$ cat src/rtl/ebus_pkg.sv
package ebus_pkg;
  localparam int NSPACE = 3;

  typedef enum logic [1:0] {
    ST_IDLE   = 2'd0,
    ST_SETUP  = 2'd1,
    ST_ACTIVE = 2'd2,
    ST_DONE   = 2'd3
  } bus_state_e;

  localparam logic [1:0] SPACE_NONE = 2'd3;
endpackage

$ cat src/rtl/ebus_seq.sv
module ebus_seq
  import ebus_pkg::*;
#(
  parameter int AW           = 16,
  parameter int DW           = 16,
  parameter int SETUP_CYCLES = 1
) (
  input  logic          clk,
  input  logic          rst,
  input  logic          req_valid,
  input  logic [1:0]    req_space,
  input  logic          req_write,
  input  logic [AW-1:0] req_addr,
  input  logic [DW-1:0] req_wdata,
  input  logic          pd_req,
  input  logic          ext_ready,
  input  logic [DW-1:0] data_i,
  output bus_state_e    state_nxt,
  output logic          write_nxt,
  output logic [1:0]    space_nxt,
  output logic [AW-1:0] acc_addr,
  output logic [DW-1:0] acc_wdata,
  output logic          pd_q,
  output logic          req_ready,
  output logic          rsp_done,
  output logic [DW-1:0] rsp_rdata
);
  localparam int CW = (SETUP_CYCLES < 2) ? 1 : $clog2(SETUP_CYCLES);
  localparam logic [CW-1:0] SETUP_LAST = CW'(SETUP_CYCLES - 1);

  bus_state_e    state_q;
  logic [CW-1:0] cnt_q;
  logic          write_q;
  logic [1:0]    space_q;
  logic          accept;

  assign req_ready = (state_q == ST_IDLE) && !pd_q;
  assign accept    = req_ready && req_valid && (req_space != SPACE_NONE);
  assign write_nxt = accept ? req_write : write_q;
  assign space_nxt = accept ? req_space : space_q;

  always_comb begin
    state_nxt = state_q;
    case (state_q)
      ST_IDLE:   if (accept) state_nxt = ST_SETUP;
      ST_SETUP:  if (cnt_q == SETUP_LAST) state_nxt = ST_ACTIVE;
      ST_ACTIVE: if (ext_ready) state_nxt = ST_DONE;
      default:   state_nxt = ST_IDLE;
    endcase
  end

  always_ff @(posedge clk) begin
    if (rst) begin
      state_q   <= ST_IDLE;
      cnt_q     <= '0;
      write_q   <= 1'b0;
      space_q   <= 2'd0;
      acc_addr  <= '0;
      acc_wdata <= '0;
      pd_q      <= 1'b0;
      rsp_done  <= 1'b0;
      rsp_rdata <= '0;
    end else begin
      state_q  <= state_nxt;
      rsp_done <= (state_q == ST_DONE);
      if (state_q == ST_SETUP && state_nxt == ST_SETUP) cnt_q <= cnt_q + 1'b1;
      else cnt_q <= '0;
      if (accept) begin
        write_q   <= req_write;
        space_q   <= req_space;
        acc_addr  <= req_addr;
        acc_wdata <= req_wdata;
      end else if (state_q == ST_IDLE) begin
        pd_q <= pd_req;
      end
      if (state_q == ST_ACTIVE && ext_ready && !write_q) rsp_rdata <= data_i;
    end
  end

  // a low ready keeps the strobe-active state
  p_wait_state_r3: assert property (@(posedge clk) disable iff (rst)
    (state_q == ST_ACTIVE && !ext_ready) |=> (state_q == ST_ACTIVE));
  // power-down does not change inside an access
  p_pd_between_r11: assert property (@(posedge clk) disable iff (rst)
    (state_q != ST_IDLE) |=> $stable(pd_q));
  // done is a single-cycle pulse
  p_done_pulse_r9: assert property (@(posedge clk) disable iff (rst)
    rsp_done |=> !rsp_done);
endmodule

$ cat src/rtl/ebus_sel_decode.sv
module ebus_sel_decode
  import ebus_pkg::*;
(
  input  logic              clk,
  input  logic              rst,
  input  bus_state_e        state_nxt,
  input  logic [1:0]        space_nxt,
  output logic [NSPACE-1:0] sel_n
);
  logic busy_nxt;
  assign busy_nxt = (state_nxt != ST_IDLE);

  for (genvar g = 0; g < NSPACE; g++) begin : g_sel
    always_ff @(posedge clk) begin
      if (rst) sel_n[g] <= 1'b1;
      else     sel_n[g] <= !(busy_nxt && (space_nxt == 2'(g)));
    end
  end

  // at most one space selected at a time
  p_one_sel_r2: assert property (@(posedge clk) disable iff (rst)
    $countones(~sel_n) <= 1);
endmodule

$ cat src/rtl/ebus_pins.sv
module ebus_pins
  import ebus_pkg::*;
(
  input  logic       clk,
  input  logic       rst,
  input  bus_state_e state_nxt,
  input  logic       write_nxt,
  output logic       strb_n,
  output logic       we_n,
  output logic       rw_o,
  output logic       wr_o,
  output logic       drive_q
);
  logic busy_nxt;
  assign busy_nxt = (state_nxt != ST_IDLE);

  always_ff @(posedge clk) begin
    if (rst) begin
      strb_n  <= 1'b1;
      we_n    <= 1'b1;
      rw_o    <= 1'b1;
      wr_o    <= 1'b0;
      drive_q <= 1'b0;
    end else begin
      strb_n  <= !(state_nxt == ST_ACTIVE);
      we_n    <= !(state_nxt == ST_ACTIVE && write_nxt);
      rw_o    <= !(busy_nxt && write_nxt);
      wr_o    <= busy_nxt && write_nxt;
      drive_q <= ((state_nxt == ST_ACTIVE) || (state_nxt == ST_DONE)) && write_nxt;
    end
  end

  // write enable only inside a strobed write
  p_we_in_strobe_r6: assert property (@(posedge clk) disable iff (rst)
    !we_n |-> (!strb_n && !rw_o));
  // direction outputs never agree
  p_dir_pair_r5: assert property (@(posedge clk) disable iff (rst)
    rw_o != wr_o);
endmodule

$ cat src/rtl/ebus_ctrl.sv
module ebus_ctrl
  import ebus_pkg::*;
#(
  parameter int AW           = 16,
  parameter int DW           = 16,
  parameter int SETUP_CYCLES = 1
) (
  input  logic              clk,
  input  logic              rst,
  input  logic              req_valid,
  output logic              req_ready,
  input  logic [1:0]        req_space,
  input  logic              req_write,
  input  logic [AW-1:0]     req_addr,
  input  logic [DW-1:0]     req_wdata,
  output logic              rsp_done,
  output logic [DW-1:0]     rsp_rdata,
  input  logic              pd_req,
  input  logic              float_n,
  input  logic              ext_ready,
  output logic [AW-1:0]     addr_o,
  output logic              addr_oe,
  input  logic [DW-1:0]     data_i,
  output logic [DW-1:0]     data_o,
  output logic              data_oe,
  output logic              ctl_oe,
  output logic [NSPACE-1:0] sel_n,
  output logic              strb_n,
  output logic              rw_o,
  output logic              wr_o,
  output logic              we_n
);
  bus_state_e state_nxt;
  logic       write_nxt;
  logic [1:0] space_nxt;
  logic       pd_q;
  logic       drive_q;

  ebus_seq #(.AW(AW), .DW(DW), .SETUP_CYCLES(SETUP_CYCLES)) u_seq (
    .clk(clk), .rst(rst), .req_valid(req_valid), .req_space(req_space),
    .req_write(req_write), .req_addr(req_addr), .req_wdata(req_wdata),
    .pd_req(pd_req), .ext_ready(ext_ready), .data_i(data_i),
    .state_nxt(state_nxt), .write_nxt(write_nxt), .space_nxt(space_nxt),
    .acc_addr(addr_o), .acc_wdata(data_o), .pd_q(pd_q),
    .req_ready(req_ready), .rsp_done(rsp_done), .rsp_rdata(rsp_rdata)
  );

  ebus_sel_decode u_sel (
    .clk(clk), .rst(rst), .state_nxt(state_nxt), .space_nxt(space_nxt),
    .sel_n(sel_n)
  );

  ebus_pins u_pins (
    .clk(clk), .rst(rst), .state_nxt(state_nxt), .write_nxt(write_nxt),
    .strb_n(strb_n), .we_n(we_n), .rw_o(rw_o), .wr_o(wr_o), .drive_q(drive_q)
  );

  assign ctl_oe  = !rst && !pd_q && float_n;
  assign data_oe = ctl_oe && drive_q;
  assign addr_oe = float_n;

  // data is driven only in a write
  p_drive_write_r7: assert property (@(posedge clk) disable iff (rst)
    data_oe |-> (!rw_o && !sel_n[0] | !sel_n[1] | !sel_n[2]));
  // address holds while the strobe is low
  p_addr_hold_r12: assert property (@(posedge clk) disable iff (rst)
    !strb_n |-> $stable(addr_o));
  // the strobe only falls inside a selected cycle
  p_strb_sel_r4: assert property (@(posedge clk) disable iff (rst)
    !strb_n |-> (sel_n != '1));
endmodule

$ cat config.mk
export PLATFORM = sky130hd
export DESIGN_NAME = ebus_ctrl
export DESIGN_NICKNAME = d
export VERILOG_FILES = /design/src/rtl/ebus_pkg.sv /design/src/rtl/ebus_seq.sv /design/src/rtl/ebus_sel_decode.sv /design/src/rtl/ebus_pins.sv /design/src/rtl/ebus_ctrl.sv
export SDC_FILE = /design/constraint.sdc
export NUM_CORES = 1
export LEC_CHECK = 0
export BUFFER_PORTS_ARGS = -buffer_cell sky130_fd_sc_hd__buf_2
export CAP_MARGIN = 20
export CORE_ASPECT_RATIO = 0.5
export CORE_MARGIN = 5
export CORE_UTILIZATION = 49
export CTS_BUF_LIST = sky130_fd_sc_hd__clkbuf_4 sky130_fd_sc_hd__clkbuf_8 sky130_fd_sc_hd__clkbuf_16
export DETAILED_ROUTE_END_ITERATION = 10
export HOLD_SLACK_MARGIN = 0.15
export PLACE_DENSITY = 0.87
export SYNTH_ARGS = -nofsm -noshare
export SYNTH_HDL_FRONTEND = slang
export SYNTH_SLANG_ARGS = --single-unit
$ cat constraint.sdc
create_clock -name clk -period 3.2 [get_ports clk]
set_clock_uncertainty 0.05 [all_clocks]
set_input_delay 0.64 -clock clk [delete_from_list [all_inputs] [get_ports clk]]
set_output_delay 0.64 -clock clk [all_outputs]
set_load 0.02 [all_outputs]
==> key figures, run 1 <==
Synth
  • Count leader, synth: dfxtp_1
  • Synth top area cells: dfxtp_1 (53%), a21oi_1 (11%), o21ai_0 (7.6%)
  • Yosys reg bits: 64
  • Multiplexer share of the synthesized area: 0%
  • Asr flop ratio synth: 0%
  • Top cell type's share of synthesized area: 52.8%
  • Cell count after synthesis: 283
  • Post-Synth Adder-Cell Area: 0%
  • Post-Synthesis Net Count: 340
  • Sequential share of the synthesized area: 52.8%
  • Most frequent cells after synthesis: dfxtp_1 (64), a21oi_1 (53), o21ai_0 (37)
  • Leading area contributor after synthesis: dfxtp_1
  • YS warnings: 0
  • Most used DFF post-synth: dfxtp_1
  • EDFF count, synth: 0
  • Yosys cell types: 36
  • Syn Area/Cell: 8.58 um^2
  • Xor and xnor area share after synthesis: 0.361%
  • Synth Area in Compound Gates: 22.4%
  • Largest family of logic cells by synthesized area: compound AO/OA/AOI/OAI gates
  • Simple-Gate Fraction of Synth Area: 18.3%
  • Synthesized area: 2430 um^2

Cells and area
  • Non-Filler Cell Area, Final: 3190 um^2
  • Reg area: 1280 um^2
  • Antenna cells: 0
  • Area of the multi-input gates: 1010 um^2
  • Area Growth Syn to Fin: 31.3%
  • Fraction of layout instances using a drive strength above 1: 35.6%
  • Fillers: 405
  • Fin nets: 446

CTS
  • CTS tree: done
  • Clock sink count: 64
  • Cts repair resizes: 0
  • Hold_buf cts: 0
  • Worst-case clock buffer depth: 2
  • H-tree depth reported by CTS: 3
  • CTS buffer count: 9
  • Clk Latency, worst-skew pair: 0.33 ns
  • Buffer count from post-CTS setup fixing: 0
  • CTS root buf: clkbuf_8
  • Clock-pin slew on the worst setup and hold paths: 0.07 ns

Run
  • Max Cap Viol: 0

Worst setup path
  • Critical Path End Type: register
  • WP data required: 3.38 ns
  • Reg2Reg Depth: 3
  • R2r setup slk: 1.03 ns
  • Reg-to-reg critical path endpoint: u_sel.sel_n[2]
  • WS Path Type: register to register
  • Worst-path maximum fanout: 35
  • Crit start category: register
  • R2r startpoint: u_seq.state_q[0]
  • Crit path DAT: 2.35 ns

STA
  • Slew HR: 40.0%
  • RSZ-0062 raised after global routing: false
  • Fin crit period: 2.17 ns
  • Worst Tran Pin Value: 0.899 ns
  • Hold Violations, Final: 0
  • Setup TNS: 0 ns
  • Period utilisation layout: 67.7%
  • Setup violations, final: 0
  • FMAX: 462 MHz
  • Final worst setup slack: 1.03 ns
  • Slew Limit Fails: 0

Drt
  • Total Wirelength: 6560 um
  • Antenna Violating Nets Remaining: 0
  • 1st-pass router iterations: 4
  • Wire length per cell: 14.2 um
  • # DRC: 0
  • Starting DRT DRC Count: 250
  • Via Count: 2428
  • DR vias/cell: 5.24

Floorplanning
  • Die area: 6550 um^2
  • Core Region: 4860 um^2
  • Starting Density: 49.9%
  • Die height: 59.8 um
  • Die width: 110 um
  • Row Count: 18
  • # IOs: 117

Placed design
  • Placed inst area: 3000 um^2
  • Setup WS pre-CTS: 1.01 ns
  • Port Buffer Count: 116
  • RD Place Congestion: 0.795
  • Post-DP HPWL: 4630 um

Power
  • Peak supply drop: 0.275 mV
  • Switching fraction of total power: 27.6%
  • Reg power frac: 47.6%
  • Comb pwr share: 16.0%
  • Power per cell area: 575 nW/um^2
  • Sw power: 506 uW
  • Clock network power share: 36.4%
  • P_leak: 0.00141 uW
  • Power Internal: 1330 uW

Min path
  • Hold Startpoint: u_seq.rsp_rdata[4]
  • Type of the tightest min-delay check: register to register
  • End of the worst hold path: u_seq.rsp_rdata[4]
  • Worst hold path stage count: 2

Global route
  • Initial antenna violation count: 0
  • Gr usage total: 19.4%
  • First-pass GRT wire length: 10000 um
  • Number of global-route vias before repair: 2298
  • Largest net degree at the start of global routing: 59
  • Overflow after GRT: 0

Outcome
  • Status: complete, no violations
==> sequential cells by signal, summed over array words and instances, names as in the netlist, 2 cells and up <==
signal,count
u_seq.acc_addr,16
u_seq.acc_wdata,16
u_seq.rsp_rdata,16
u_sel.sel_n,3
u_seq.space_q,2
u_seq.state_q,2
==> critical path: stages, from the launching register on <==
cell and delay [ns]:
dfxtp_1 0.67, a211o_1 0.78, o21ai_0 0.29, a21bo_2 0.27
==> metrics by stage <==
stage	power (uW)	cells	util, %	hold slack, ns
after detailed placement	1180	448	61.7	0.395
after global placement	1170	448	61.7	0.388
after floorplan	1080	283	-	0.361
after global routing	1910	463	65.6	0.426
after CTS	1840	463	65.6	0.404
final	1830	463	65.6	0.403
==> how the worst max path moves through the flow <==
stage / startpoint / end / slack, ns / cells past startpoint
after floorplan: float_n / data_oe / 0.98 / 2
after global placement: req_space[0] / u_sel.sel_n[2] / 1.09 / 4
after detailed placement: req_space[0] / u_sel.sel_n[2] / 1.01 / 4
after CTS: u_seq.state_q[0] / u_sel.sel_n[2] / 1.10 / 3
after global routing: u_seq.state_q[0] / u_sel.sel_n[2] / 0.95 / 3
final: u_seq.state_q[0] / u_sel.sel_n[2] / 1.03 / 3
==> metal layers <==
layer  share of wire (%)  track usage, %
met2                  52            36.9
met5                   0               0
met1                  42            20.7
met3                 5.7            5.72
met4                0.70            6.75
==> kinds of logic after synthesis <==
family / Yosys count
buffers and inverters: 27
DFF: 64
AOI/OAI and AO/OA: 100
xor gates and xnor gates: 1
other: 1
and+or+nand+nor: 90
==> cell usage in the layout, fill, tap and decap left out, types with 2 or more instances in the layout <==
cell | netlist | final
nand2_1 | 36 | 36
a21o_1 | 2 | 2
nand2b_1 | 2 | 2
dfxtp_1 | 64 | 64
nand3_1 | 36 | 36
buf_2 | 5 | 116
clkbuf_8 | 0 | 10
clkinv_2 | 0 | 3
nor3_1 | 2 | 2
o21ai_0 | 37 | 37
a21oi_1 | 53 | 53
buf_4 | 2 | 5
nand3b_1 | 3 | 3
==> layout make-up <==
type	count	area share, %
timing repair buffer	121	19.4
inverter	1	0.118
sequential	64	40.2
clock inverter	4	1.41
multi-input combinational	192	31.6
tap	70	2.75
clock buffer	11	4.55
==> power groups by stage <==
stage / registers (uW) / clock network (uW) / logic (uW)
floorplan: 926 / 0 / 155
global placement: 886 / 0 / 282
detailed placement: 889 / 0 / 292
CTS: 872 / 675 / 293
global route: 877 / 717 / 319
finish: 873 / 668 / 293
No activity file was read; power rests on OpenSTA's default activity.
==> run 2: changes to the inputs <==
- CORE_UTILIZATION: 49 -> 41
- PLACE_DENSITY: 0.87 -> 0.78
- clock period: 3.2 -> 1.8 ns (I/O delays scaled with it)
==> run 2 against run 1 <==
Hold slack got worse by 0.18 ns; total power increased by 110%; register-to-register slack got worse by 0.77 ns; cell area increased by 6.1%; final cell count increased by 2.6%; global-route usage decreased by 2.0 points; first-iteration DRC count decreased by 20%; largest cell class unchanged; highest routed layer unchanged.
==> key figures, run 2 (synthesis gave the netlist of run 1 again) <==
Worst setup path
  • Crit path DAT: 1.23 ns (was 2.35 ns)
  • WP buf/inv: 2 (was 0)
  • Reg-to-reg critical path endpoint: u_pins.drive_q (was u_sel.sel_n[2])
  • Reg2Reg Depth: 4 (was 3)
  • R2r setup slk: 0.26 ns (was 1.03 ns)
  • Critical Path End Type: output pin (was register)
  • WS Path Type: register to output pin (was register to register)
  • Slowest cell delay on critical path: 0.37 ns (was 0.78 ns)
  • Crit start category: register (unchanged)
  • Crit path launch: u_seq.state_q[0] (unchanged)
  • WP data required: 1.39 ns (was 3.38 ns)
  • Slowest-stage cell, CP: dfxtp_1 (was a211o_1)
  • CP endpoint: req_ready (was u_sel.sel_n[2])
  • Stages on worst setup path: 3 (unchanged)
  • Critical path cell sequence: buf_4 > nor3_1 > buf_2 (was a211o_1 > o21ai_0 > a21bo_2)
  • R2r startpoint: u_seq.state_q[0] (unchanged)
  • Largest delay share family, worst path: buffers and inverters (was compound AO/OA/AOI/OAI gates)
  • Worst-path maximum fanout: 11 (was 35)

STA
  • Slew Limit Fails: 0 (unchanged)
  • Period utilisation layout: 91.3%
  • Fin crit period: 1.64 ns
  • Final Hold Slack: 0.219 ns (was 0.403 ns)
  • Hold Violations, Final: 0 (unchanged)
  • Worst Tran Pin Value: 0.591 ns (was 0.899 ns)
  • Setup TNS: 0 ns (unchanged)
  • FMAX: 609 MHz
  • Slew HR: 60.6% (was 40.0%)
  • Setup violations, final: 0 (unchanged)
  • RSZ-0062 raised after global routing: false (unchanged)

Drt
  • 1st-pass router iterations: 4 (unchanged)
  • DR vias/cell: 5.12 (was 5.24)
  • Antenna Violating Nets Remaining: 0 (unchanged)
  • Via Count: 2433 (was 2428)
  • Wire length per cell: 13.7 um (was 14.2 um)
  • # DRC: 0 (unchanged)
  • Starting DRT DRC Count: 199 (was 250)
  • Total Wirelength: 6510 um (was 6560 um)

Floorplanning
  • # IOs: 117 (unchanged)
  • Starting Density: 43.3% (was 49.9%)
  • Die area: 7660 um^2 (was 6550 um^2)
  • Die width: 119 um (was 110 um)
  • Die height: 64.4 um (was 59.8 um)
  • Core Region: 5610 um^2 (was 4860 um^2)
  • Row Count: 19 (was 18)

Global route
  • Number of global-route vias before repair: 2317 (was 2298)
  • First-pass GRT wire length: 10900 um (was 10000 um)
  • Initial antenna violation count: 0 (unchanged)
  • Largest net degree at the start of global routing: 58 (was 59)
  • Overflow after GRT: 0 (unchanged)
  • Gr usage total: 17.3% (was 19.4%)

Placed design
  • RD Place Congestion: 0.743 (was 0.795)
  • Post-DP HPWL: 4470 um (was 4630 um)
  • Placed inst area: 3060 um^2 (was 3000 um^2)
  • Port Buffer Count: 116 (unchanged)

Run
  • Max Cap Viol: 0 (unchanged)

Min path
  • Hold Startpoint: data_i[3] (was u_seq.rsp_rdata[4])
  • Type of the tightest min-delay check: input port to register (was register to register)

Cells and area
  • Area Growth Syn to Fin: 39.4% (was 31.3%)
  • Largest registers: u_seq.acc_addr (16), u_seq.acc_wdata (16), u_seq.rsp_rdata (16) (unchanged)
  • Most frequent cells in the layout: buf_2 (116), dfxtp_1 (64), a21oi_1 (53) (unchanged)
  • Antenna cells: 0 (unchanged)
  • Fin nets: 454 (was 446)
  • Non-Filler Cell Area, Final: 3380 um^2 (was 3190 um^2)
  • Core Util, Final: 60.3% (was 65.6%)
  • Commonest non-fill, non-tap cell in the layout: buf_2 (unchanged)
  • Fraction of layout instances using a drive strength above 1: 37.1% (was 35.6%)

CTS
  • Clock-pin slew on the worst setup and hold paths: 0.05 ns (was 0.07 ns)
  • CTS buffer count: 9 (unchanged)
  • CTS tree: done (unchanged)
  • H-tree depth reported by CTS: 3 (unchanged)
  • Cts repair resizes: 0 (unchanged)
  • Clock sink count: 64 (unchanged)
  • CTS root buf: clkbuf_16 (was clkbuf_8)
  • Hold_buf cts: 0 (unchanged)
  • Clk Latency, worst-skew pair: 0.32 ns (was 0.33 ns)
  • Buffer count from post-CTS setup fixing: 0 (unchanged)
  • Worst-case clock buffer depth: 2 (unchanged)

Power
  • P_leak: 0.00150 uW (was 0.00141 uW)
  • Power per cell area: 1160 nW/um^2 (was 575 nW/um^2)
  • Peak supply drop: 0.601 mV (was 0.275 mV)

Outcome
  • Status: complete, no violations (unchanged)
==> run 2: worst min path at each step <==
stage                                     end  slack, ns  cells past startpoint
after floorplan                   u_pins.we_n       0.36                      1
after global placement     u_seq.rsp_rdata[1]       0.39                      2
after detailed placement  u_seq.rsp_rdata[12]       0.39                      2
after CTS                  u_seq.rsp_rdata[3]       0.21                      3
after global routing       u_seq.rsp_rdata[3]       0.21                      3
final                      u_seq.rsp_rdata[3]       0.22                      3
==> run 2: report_power, final <==
group / internal (uW) / switching, uW
Combinational: 209 / 346
Clock: 1240 / 600
Sequential: 1500 / 46.1
==> run 2: final cells by class <==
type	count	area, um^2
Multi-Input combinational cell	192	1010
Clock buffer	10	239
Sequential cell	64	1280
Tap cell	73	91.3
Inverter	1	3.75
Timing Repair Buffer	129	678
Fill cell	509	2230
Clock inverter	6	82.6
==> run 2: per-layer routing <==
metal	part of all wire [%]	vias up	global-route usage, %
met5	0	-	0
met4	2.8	0	7.36
met3	5.9	20	6.78
met2	50	70	30.0
met1	42	1125	19.4
li1	-	1218	-
==> run 2: worst min-delay path: stages <==
cell and delay [ns]:
buf_2 0.09, nand2_1 0.04, a21oi_1 0.05
==> run 2: metrics by stage <==
stage | worst slack (ns) | cells | power [uW]
finish | 0.157 | 475 | 3940
global placement | 0.224 | 459 | 2120
CTS | 0.134 | 475 | 3970
global route | 0.0519 | 475 | 4110
detailed placement | 0.202 | 459 | 2130
floorplan | 0.140 | 283 | 1920
